[config.mk]
export PLATFORM = sky130hd
export DESIGN_NAME = tmr_bank
export DESIGN_NICKNAME = d
export VERILOG_FILES = /design/src/rtl/tmr_pkg.sv /design/src/rtl/tmr_channel.sv /design/src/rtl/tmr_irq_merge.sv /design/src/rtl/tmr_bank.sv
export SDC_FILE = /design/constraint.sdc
export NUM_CORES = 1
export LEC_CHECK = 0
export BUFFER_PORTS_ARGS = -buffer_cell sky130_fd_sc_hd__buf_2
export CORE_ASPECT_RATIO = 0.8
export CORE_UTILIZATION = 56
export CTS_CLUSTER_DIAMETER = 150
export DETAILED_ROUTE_END_ITERATION = 8
export GPL_TIMING_DRIVEN = 0
export PLACE_DENSITY_LB_ADDON = 0.2
export SYNTH_ARGS = -nofsm -noshare
export SYNTH_HDL_FRONTEND = slang
export SYNTH_HIERARCHICAL = 1
export SYNTH_SLANG_ARGS = --single-unit
[constraint.sdc]
create_clock -name clk -period 3.3 [get_ports clk]
set_input_delay 0.66 -clock clk [delete_from_list [all_inputs] [get_ports clk]]
set_output_delay 0.66 -clock clk [all_outputs]
set_load 0.02 [all_outputs]
[src/rtl/tmr_pkg.sv]
package tmr_pkg;
  localparam int CNT_W     = 32;
  localparam int CTL_W     = 11;
  localparam int CB_MODE   = 0;
  localparam int CB_DOWN   = 1;
  localparam int CB_GEN    = 2;
  localparam int CB_CAP    = 3;
  localparam int CB_RELOAD = 4;
  localparam int CB_LDREQ  = 5;
  localparam int CB_IRQEN  = 6;
  localparam int CB_RUN    = 7;
  localparam int CB_FLAG   = 8;
  localparam int CB_PULSE  = 9;
  localparam int CB_ALL    = 10;

  // One count step in the selected direction.
  function automatic logic [CNT_W-1:0] step_count(input logic [CNT_W-1:0] c,
                                                  input logic down);
    return down ? c - CNT_W'(1) : c + CNT_W'(1);
  endfunction

  // Terminal value reached for the selected direction.
  function automatic logic at_terminal(input logic [CNT_W-1:0] c, input logic down);
    return down ? (c == '0) : (&c);
  endfunction
endpackage

[src/rtl/tmr_channel.sv]
module tmr_channel
  import tmr_pkg::*;
(
  input  logic             clk,
  input  logic             rst,
  input  logic             tick,
  input  logic             ctl_we,
  input  logic             load_we,
  input  logic [CNT_W-1:0] wdata,
  output logic [CTL_W-1:0] ctl_q,
  output logic [CNT_W-1:0] load_q,
  output logic [CNT_W-1:0] cnt_q,
  output logic             irq_req
);
  logic [CTL_W-1:0] ctl_r, ctl_wr;
  logic [CNT_W-1:0] load_r, cnt_r;
  logic             run_r;
  logic             down;
  logic             expire;   // terminal tick event
  logic             step;     // ordinary count event

  assign down   = ctl_r[CB_DOWN];
  assign expire = run_r && tick && !ctl_we && at_terminal(cnt_r, down);
  assign step   = run_r && tick && !ctl_we && !expire;

  // Written control value: the flag may only be cleared by a write.
  always_comb begin
    ctl_wr          = wdata[CTL_W-1:0];
    ctl_wr[CB_FLAG] = ctl_r[CB_FLAG] & ~wdata[CB_FLAG];
  end

  always_ff @(posedge clk) begin
    if (rst) begin
      ctl_r  <= '0;
      load_r <= '0;
      cnt_r  <= '0;
      run_r  <= 1'b0;
    end else begin
      if (load_we) load_r <= wdata;
      if (ctl_we) begin
        ctl_r <= ctl_wr;
        run_r <= wdata[CB_RUN];
        if (wdata[CB_RUN]) cnt_r <= load_r;
      end else if (expire) begin
        ctl_r[CB_FLAG] <= 1'b1;
        if (ctl_r[CB_RELOAD]) cnt_r <= load_r;
        else                  run_r <= 1'b0;
      end else if (step) begin
        cnt_r <= step_count(cnt_r, down);
      end
    end
  end

  assign ctl_q   = ctl_r;
  assign load_q  = load_r;
  assign cnt_q   = cnt_r;
  assign irq_req = ctl_r[CB_FLAG] & ctl_r[CB_IRQEN];

  assert_restart_R4: assert property (@(posedge clk) disable iff (rst)
    (ctl_we && wdata[CB_RUN]) |=> (cnt_q == $past(load_q) && run_r));
  assert_halt_hold_R4: assert property (@(posedge clk) disable iff (rst)
    (ctl_we && !wdata[CB_RUN]) |=> (!run_r && $stable(cnt_q)));
  assert_down_step_R5: assert property (@(posedge clk) disable iff (rst)
    (run_r && tick && !ctl_we && ctl_q[CB_DOWN] && cnt_q != '0)
      |=> (cnt_q == $past(cnt_q) - CNT_W'(1)));
  assert_up_step_R6: assert property (@(posedge clk) disable iff (rst)
    (run_r && tick && !ctl_we && !ctl_q[CB_DOWN] && !(&cnt_q))
      |=> (cnt_q == $past(cnt_q) + CNT_W'(1)));
  assert_stop_on_expiry_R7: assert property (@(posedge clk) disable iff (rst)
    (expire && !ctl_q[CB_RELOAD]) |=> (!run_r && $stable(cnt_q) && ctl_q[CB_FLAG]));
  assert_reload_R7: assert property (@(posedge clk) disable iff (rst)
    (expire && ctl_q[CB_RELOAD]) |=> (run_r && cnt_q == load_q));
  assert_flag_clear_R8: assert property (@(posedge clk) disable iff (rst)
    (ctl_we && wdata[CB_FLAG]) |=> !ctl_q[CB_FLAG]);
  assert_flag_source_R8: assert property (@(posedge clk) disable iff (rst)
    $rose(ctl_q[CB_FLAG]) |-> $past(expire));
  assert_idle_stable_R10: assert property (@(posedge clk) disable iff (rst)
    (!tick && !ctl_we) |=> $stable(cnt_q));
endmodule

[src/rtl/tmr_irq_merge.sv]
module tmr_irq_merge #(
  parameter int N = 2
) (
  input  logic         clk,
  input  logic         rst,
  input  logic [N-1:0] req,
  output logic         irq
);
  assign irq = |req;

  assert_irq_follows_R9: assert property (@(posedge clk) disable iff (rst)
    ($countones(req) == 0) |-> !irq);
endmodule

[src/rtl/tmr_bank.sv]
module tmr_bank
  import tmr_pkg::*;
#(
  parameter int NCHAN = 2,
  localparam int CH_W = (NCHAN > 1) ? $clog2(NCHAN) : 1,
  localparam int AW   = CH_W + 2
) (
  input  logic          clk,
  input  logic          rst,
  input  logic          tick,
  input  logic [AW-1:0] bus_addr,
  input  logic          bus_we,
  input  logic [31:0]   bus_wdata,
  output logic [31:0]   bus_rdata,
  output logic          irq
);
  localparam logic [1:0] W_CTL  = 2'd0;
  localparam logic [1:0] W_LOAD = 2'd1;
  localparam logic [1:0] W_CNT  = 2'd2;

  logic [CH_W-1:0]  ch_sel;
  logic [1:0]       word;
  logic [NCHAN-1:0] ctl_we_v, load_we_v, req_v;
  logic [CTL_W-1:0] ctl_a  [NCHAN];
  logic [CNT_W-1:0] load_a [NCHAN];
  logic [CNT_W-1:0] cnt_a  [NCHAN];

  assign ch_sel = bus_addr[AW-1:2];
  assign word   = bus_addr[1:0];

  for (genvar i = 0; i < NCHAN; i++) begin : g_ch
    assign ctl_we_v[i]  = bus_we && (ch_sel == CH_W'(i)) && (word == W_CTL);
    assign load_we_v[i] = bus_we && (ch_sel == CH_W'(i)) && (word == W_LOAD);

    tmr_channel u_ch (
      .clk     (clk),
      .rst     (rst),
      .tick    (tick),
      .ctl_we  (ctl_we_v[i]),
      .load_we (load_we_v[i]),
      .wdata   (bus_wdata),
      .ctl_q   (ctl_a[i]),
      .load_q  (load_a[i]),
      .cnt_q   (cnt_a[i]),
      .irq_req (req_v[i])
    );
  end

  always_comb begin
    bus_rdata = '0;
    for (int i = 0; i < NCHAN; i++) begin
      if (ch_sel == CH_W'(i)) begin
        case (word)
          W_CTL:   bus_rdata = {{(32-CTL_W){1'b0}}, ctl_a[i]};
          W_LOAD:  bus_rdata = load_a[i];
          W_CNT:   bus_rdata = cnt_a[i];
          default: bus_rdata = '0;
        endcase
      end
    end
  end

  tmr_irq_merge #(.N(NCHAN)) u_irq (
    .clk (clk),
    .rst (rst),
    .req (req_v),
    .irq (irq)
  );

  assert_one_write_target_R2: assert property (@(posedge clk) disable iff (rst)
    $onehot0({ctl_we_v, load_we_v}));
  assert_spare_reads_zero_R2: assert property (@(posedge clk) disable iff (rst)
    (word == 2'd3) |-> (bus_rdata == '0));
  assert_reset_quiet_R1: assert property (@(posedge clk)
    $past(rst) |-> (!irq));
endmodule

# After elaboration in Yosys (flattened, before gate mapping)
# Cells that the tools add are included.
[totals] ff_bits=152 input_bits=39 out_inout_bits=33 elab_cells=87
[op_classes] n_addsub=4 eq_ne=8 mux=27 bitwise_logic=6 n_reduce_logical=32
[ops] cell="2-to-1 mux 32 bit" n=13
[ops] cell="one-hot mux 32 bit (3 select lines)" n=2
[ops] cell="adder 32 x 1 -> 32 bit (second input constant)" n=2
[ops] cell="logical NOT 32 bit" n=2
[ops] cell="AND reduction 32 bit" n=2
[ops] cell="subtractor 32 x 1 -> 32 bit (second input constant)" n=2
[ops] cell="logical AND 1 bit" n=14
[ops] cell="2-to-1 mux 1 bit" n=12
[ops] cell="!= test 3 x 1 -> 1 bit (second input constant)" n=2
[ops] cell="AND reduction 3 bit" n=2
[ops] cell="nonzero test 3 bit" n=2
[ops] cell="bitwise AND 1 bit" n=4
[ops] cell="logical NOT 1 bit" n=4
[ops] cell="!= test 2 x 1 -> 1 bit (second input constant)" n=2
[ops] cell="!= test 2 bit (second input constant)" n=2
[ops] cell="AND reduction 2 bit" n=2
[ops] cell="nonzero test 2 bit" n=2
[ops] cell="== test 2 x 1 -> 1 bit (second input constant)" n=1
[ops] cell="== test 2 bit (second input constant)" n=1
[ops] cell="logical NOT 2 bit" n=1
[ops] cell="NOT 1 bit" n=2
[ops] cell="OR reduction 2 bit" n=1

# Longest topological paths before layout
[logic_depth] depth_word=11 depth_mapped=14 ltp_nobuf=10

# Modules after synthesis
# The synthesis kept the hierarchy.
[modules_own_cells] mod="tmr_channel" n_inst=2 cells_each=602 area_per_inst_um2=4914.7 seq_area_each_um2=1521.5
[modules_own_cells] mod="tmr_bank" n_inst=1 cells_each=176 area_per_inst_um2=1223.7 seq_area_each_um2=0.0
[modules_own_cells] mod="tmr_irq_merge" n_inst=1 cells_each=1 area_per_inst_um2=6.3 seq_area_each_um2=0.0

# Worst setup path after synthesis
# No wires, ideal clock.
[synth_timing] kind="in2reg" startpoint="in bus_addr[1]" endpoint="reg g_ch[0].u_ch.cnt_r[27]" setup_time_ns=0.106 arrival_time_ns=3.133 required_ns=3.194 path_slack_ns=0.061 stages=14 n_path_buf=4 cell_sequence="buf_6 > or2_2 > buf_2 > nor3b_1 > buf_2 > and3b_1 > and4_1 > nand4_1 > a21oi_1 > or2_1 > buf_2 > nor2_4 > or4b_1 > o311ai_0"
[synth_via] elab_chain_len=9 elab_cells_between_ends=13 classes_between="eq/ne (2); mux (2); reduce/logical (9)"
[synth_rtl] item="start, declared" line="tmr_bank.sv:11" rtl="input logic [AW-1:0] bus_addr,"
[synth_rtl] item="logical NOT 2 bit *" line="tmr_bank.sv:32" rtl="assign ctl_we_v[i] = bus_we && (ch_sel == CH_W'(i)) && (word == W_CTL);"
[synth_rtl] item="logical AND 1 bit *" line="tmr_bank.sv:32"
[synth_rtl] item="net ctl_we_v[0]" line="tmr_bank.sv:23" rtl="logic [NCHAN-1:0] ctl_we_v, load_we_v, req_v;"
[synth_rtl] item="logical NOT 1 bit" line="tmr_channel.sv:23, tmr_channel.sv:24"
[synth_rtl] item="logical AND 1 bit" line="tmr_channel.sv:23, tmr_channel.sv:24"
[synth_rtl] item="logical AND 1 bit" line="tmr_channel.sv:23" rtl="assign expire = run_r && tick && !ctl_we && at_terminal(cnt_r, down);"
[synth_rtl] item="logical NOT 1 bit" line="tmr_channel.sv:24" rtl="assign step = run_r && tick && !ctl_we && !expire;"
[synth_rtl] item="logical AND 1 bit" line="tmr_channel.sv:24"
[synth_rtl] item="nonzero test 3 bit (no source line)"
[synth_rtl] item="AND reduction 3 bit (no source line)"
[synth_rtl] item="end signal, assigned" line="tmr_channel.sv:43" rtl="if (wdata[CB_RUN]) cnt_r <= load_r;"
[synth_rtl] item="end signal, assigned" line="tmr_channel.sv:46" rtl="if (ctl_r[CB_RELOAD]) cnt_r <= load_r;"
[synth_rtl] item="end signal, assigned" line="tmr_channel.sv:49" rtl="cnt_r <= step_count(cnt_r, down);"
[synth_rtl] item="end, declared" line="tmr_channel.sv:16" rtl="logic [CNT_W-1:0] load_r, cnt_r;"
# The timed path passes the listed nets; every way through them passes the cells marked *.
# A chain may end at the register's enable or synchronous reset.

# Final worst setup path
[layout_timing] startpoint="reg g_ch[1].u_ch.ctl_r[1]" endpoint="reg g_ch[1].u_ch.cnt_r[26]"
[layout_via] elab_chain_len=6 elab_cells_between_ends=11 classes_between="eq/ne (1); mux (5); reduce/logical (5)"
[layout_rtl] item="start, declared" line="tmr_channel.sv:15" rtl="logic [CTL_W-1:0] ctl_r, ctl_wr;"
[layout_rtl] item="start signal, assigned" line="tmr_channel.sv:41" rtl="ctl_r <= ctl_wr;"
[layout_rtl] item="2-to-1 mux 1 bit" line="tmr_pkg.sv:24" rtl="return down ? (c == '0) : (&c);"
[layout_rtl] item="logical AND 1 bit" line="tmr_channel.sv:23"
[layout_rtl] item="logical NOT 1 bit" line="tmr_channel.sv:24"
[layout_rtl] item="logical AND 1 bit" line="tmr_channel.sv:24"
[layout_rtl] item="nonzero test 3 bit (no source line)"
[layout_rtl] item="AND reduction 3 bit (no source line)"
[layout_rtl] item="end signal, assigned" line="tmr_channel.sv:43"
[layout_rtl] item="end signal, assigned" line="tmr_channel.sv:46"
[layout_rtl] item="end signal, assigned" line="tmr_channel.sv:49"
[layout_rtl] item="end, declared" line="tmr_channel.sv:16"
# Parallel ways exist; a longest one is shown, timed or not. The select of a mux whose other input is x is not followed.

==> impl_results.rst <==
.. list-table::
   :header-rows: 1

   * - Metric
     - Value
   * - Number of standard cells in the final layout excluding fillers
     - roughly 1.7k
   * - Worst setup slack before clock tree synthesis
     - -664.1 ps
   * - Share of the synthesized area in compound gates (AO/OA/AOI/OAI)
     - ~27%
   * - Part of the power in combinational logic
     - roughly 14%
   * - Measured slew at the worst slew-check pin
     - roughly 820 ps
   * - Headroom to the max-slew limit
     - between 40 and 50%
   * - Worst Setup End Kind
     - register
   * - Crit path DAT
     - between 3000 and 4000 ps
   * - Number of different library cells in the post-synthesis netlist
     - between 60 and 70
   * - Sw power
     - between 1 and 1.5 mW
   * - Nets in the synthesized netlist
     - 1482
   * - Required time of the critical path
     - ~3600 ps
   * - Port-buffer cells
     - 69
   * - Final period demand of the worst path
     - 3193 ps
   * - Number of synthesized flops with an enable pin
     - 0
   * - Horizontal extent of the die
     - about 160 um
   * - Top cell type by total area after synthesis
     - dfxtp_1
   * - Number of nets in the layout
     - about 1.6k
   * - Switching share of power
     - 29.06%
   * - Placer Congestion
     - 0.9904
   * - Internal power component
     - between 3 and 4 mW
   * - Pin count of the biggest net entering global routing
     - 34
   * - Ratio of final minimum period to clock period
     - approximately 97%
   * - Routed wirelength normalized by instance count
     - between 20 and 25 um
   * - Clk network pwr share
     - a little over two fifths
   * - Post-placement cell count
     - 1708
   * - Pwr/cell area
     - between 300 and 400 nW/um^2
   * - Number of filler cells placed in the layout
     - ~1.7k
   * - Initial Util
     - between 50% and 60%
   * - Kind of start point of the critical path
     - register
   * - Area share of and/or/nand/nor cells after synthesis
     - between 20 and 25%
   * - Final-report setup violation count
     - 0
   * - Antenna Nets Post-Route
     - 0
   * - Post-Synthesis Cell Area
     - between 10000 and 15000 um^2
   * - Area share of fa/ha/maj cells after synthesis
     - 7.150%
   * - DP Wirelength
     - roughly 28000 um
   * - Vias after detailed routing
     - approximately 12k
   * - Metal-1 WL
     - around 16000 um
   * - Length of routed met2 wiring
     - ~15000 um
   * - TritonRoute pass-1 iters
     - 8
   * - Share of post-route cells with drive strength above 1
     - approximately an eighth
   * - Total Power
     - about 4.6 mW
   * - Vias in the first global route
     - between 10k and 15k
   * - RSZ-0062 raised after global routing
     - no
   * - Worst setup slack after layout
     - 107.0 ps
   * - DIE HEIGHT
     - about 130 um
   * - Per-cell via count in the routed design
     - around 6.6
   * - Final hold vios
     - 0
   * - Worst hold margin
     - about 470 ps
   * - Max-slew violation total from the final report
     - 0
   * - Share of the yosys chip area belonging to registers
     - approximately 28%
   * - Run status
     - finished clean
   * - Max frequency
     - about 0.31 GHz
   * - Largest fanout on the critical path
     - 18
   * - Ys Warns
     - 6
   * - Top layer reached by signal wires
     - met4
   * - Core outline area
     - ~19000 um^2
   * - Die outline area
     - about 20000 um^2
   * - Origin of the worst setup path
     - g_ch[1].u_ch/ctl_q[1]
   * - Clock skew after layout
     - approximately 11 ps
   * - Mean instance size in the synthesized netlist
     - roughly 8 um^2
   * - Synthesized netlist cell count
     - roughly 1.4k
   * - Cell Rows
     - 45
   * - Reg2reg start
     - g_ch[1].u_ch/ctl_q[1]
   * - Cell area after layout
     - roughly 12000 um^2
   * - Commonest register cell after synthesis
     - dfxtp_1
   * - Cell at the root of the clock tree
     - clkbuf_16
   * - Area growth, synth to finish
     - 12.28%
   * - Multiplexer fraction of the synthesized cell area
     - roughly 9.7%
   * - Clock slew at reported path FFs
     - about 60 ps
   * - Number of inserted diodes
     - 0
   * - Lkg Pwr
     - ~5 nW
   * - Flip-flop and latch count after synthesis
     - 152
   * - Core occupancy in the finished layout
     - between 60% and 70%
   * - Worst hold-check path type
     - register to register
   * - CTS tree
     - yes
   * - First DRT Iteration DRCs
     - 1555
   * - Total overflow reported by the global router
     - 0
   * - Aggregate global-route resource usage
     - between 30 and 40%
   * - Share of the synthesized netlist area taken by xor and xnor gates
     - 3.326%
   * - Max-capacitance violation count
     - 0
   * - Largest buffer count on any clock path
     - 2
   * - Clk_lat worst skew
     - around 420 ps
   * - Top-Level Pins
     - between 70 and 80
   * - Synth async-reset ratio
     - 0%
   * - Final routed DRC violation total
     - 0
   * - Synth area leaders
     - dfxtp_1 (28%), mux2i_1 (9.7%), ha_1 (6.8%)
   * - Dominant combinational cell family by area after synthesis
     - compound AO/OA/AOI/OAI gates
   * - Number of buffers added by the clock tree synthesis step
     - 17
   * - Accumulated negative setup slack
     - 0 ps
   * - Proportion of netlist area held by the largest area contributor
     - 27.51%
   * - Register share of total power
     - 42.6%
   * - Startpoint of the tightest hold check path
     - g_ch[1].u_ch/ctl_q[7]
   * - Initial antenna violation count
     - 0
   * - Clock sink total
     - 152
   * - Htree depth
     - 4
   * - CP Class
     - register to register
   * - Hold_buf cts
     - 0
   * - Sum of routed wire length over all layers
     - between 30000 and 40000 um
   * - First-pass GRT wire length
     - about 57000 um
   * - Peak VDD IR
     - about 0.23 mV
   * - Met3 wire len
     - roughly 4600 um
   * - Standard cell area after detailed placement
     - around 12000 um^2
-- area by class of cell --
class | instances | area, um^2 | share of cell area, %
Tap cell | 258 | 322.8 | 2.600
Clock buffer | 18 | 429.2 | 3.456
Inverter | 18 | 67.56 | 0.5441
Buffer | 97 | 488.0 | 3.930
Clock inverter | 14 | 163.9 | 1.320
Sequential cell | 152 | 3050 | 24.57
Multi-Input combinational cell | 1112 | 7490 | 60.32
Timing Repair Buffer | 76 | 405.4 | 3.265
-- kinds of logic after synthesis --
group	count (synthesis)
buffers and inverters	117
flip-flops	152
AND/OR/NAND/NOR	461
adder cells (fa/ha/maj)	62
XOR/XNOR	42
AO/OA/AOI/OAI	440
multiplexers	107
-- repair_timing --
item | CTS | global route
setup buffers | 0 | 7
pin swaps | 0 | 3
setup endpoints to repair | 65 | 61
resized for setup | 7 | 21
-- placed cells by master, fill, tap and decap left out, types with 25 or more instances in the layout --
master	instances
nand2_1	102
nor2_1	174
clkbuf_1	39
dfxtp_1	150
mux2i_1	107
ha_1	60
nand3_1	26
a21oi_1	117
a22oi_1	25
nand4_1	34
o21ai_0	58
a21o_1	44
buf_2	93
-- cell usage after synthesis (3+ instances only) --
master / count
a2111o_1: 4
a211o_1: 10
a211oi_1: 12
a21o_1: 44
a21oi_1: 119
a221oi_1: 20
a221oi_2: 5
a22oi_1: 25
a311oi_1: 17
a31oi_1: 18
and2_1: 4
and3_1: 17
and4_1: 6
buf_1: 12
buf_2: 29
buf_4: 9
buf_6: 3
clkbuf_1: 45
dfxtp_1: 152
ha_1: 60
inv_1: 18
mux2i_1: 107
nand2_1: 102
nand2b_1: 5
nand3_1: 26
nand4_1: 34
nor2_1: 174
nor2b_1: 10
nor3_1: 16
nor4_1: 18
o211ai_1: 22
o21a_1: 17
o21ai_0: 60
o21ai_1: 4
o21bai_1: 16
o31a_1: 4
o31ai_1: 6
o32ai_1: 13
or2_1: 9
or2_2: 7
or3_1: 10
or4b_1: 4
xnor2_1: 20
xor2_1: 22
-- layer usage --
layer | up-vias | global-route usage, %
met5 | - | 0
met4 | 0 | 6.787
met3 | 48 | 8.573
met2 | 681 | 53.28
met1 | 5491 | 52.26
li1 | 5369 | -
-- power groups by stage --
stage          Sequential (mW)  Clock (mW)  Combinational [mW]
2_1_floorplan             1.96           0               0.402
3_3_place_gp              1.98           0               0.582
3_5_place_dp              1.98           0               0.591
4_1_cts                   1.94        1.99               0.596
5_1_grt                   1.95        2.07               0.666
6_report                  1.94        1.99               0.626
-- critical path, cell delays in order, from the launching register on --
cell      delay [ps]
dfxtp_4          440
buf_8            200
fa_1             490
a21oi_2          200
o211ai_1         150
a2111o_1         490
nand3_1          100
or3b_4           410
a21boi_0         260
mux2i_1          230
o31ai_1           90
-- sequential cells by signal, summed over array words and instances (netlist names) --
signal	cells
g_ch.u_ch/ctl_q	22
g_ch.u_ch/load_q	64
g_ch.u_ch/run_r	2
g_ch.u_ch/cnt_q	64
-- worst paths after layout --
| kind | cells past startpoint | slack (ps) | endpoint |
|---|---|---|---|
| max | 10 | 110 | g_ch[1].u_ch/cnt_q[26] |
| min | 2 | 470 | g_ch[1].u_ch/ctl_q[7] |
| max reg2reg | 10 | 110 | g_ch[1].u_ch/cnt_q[26] |
| min reg2reg | 2 | 470 | g_ch[1].u_ch/ctl_q[7] |
Note: power is estimated with default switching activity, not from simulation.
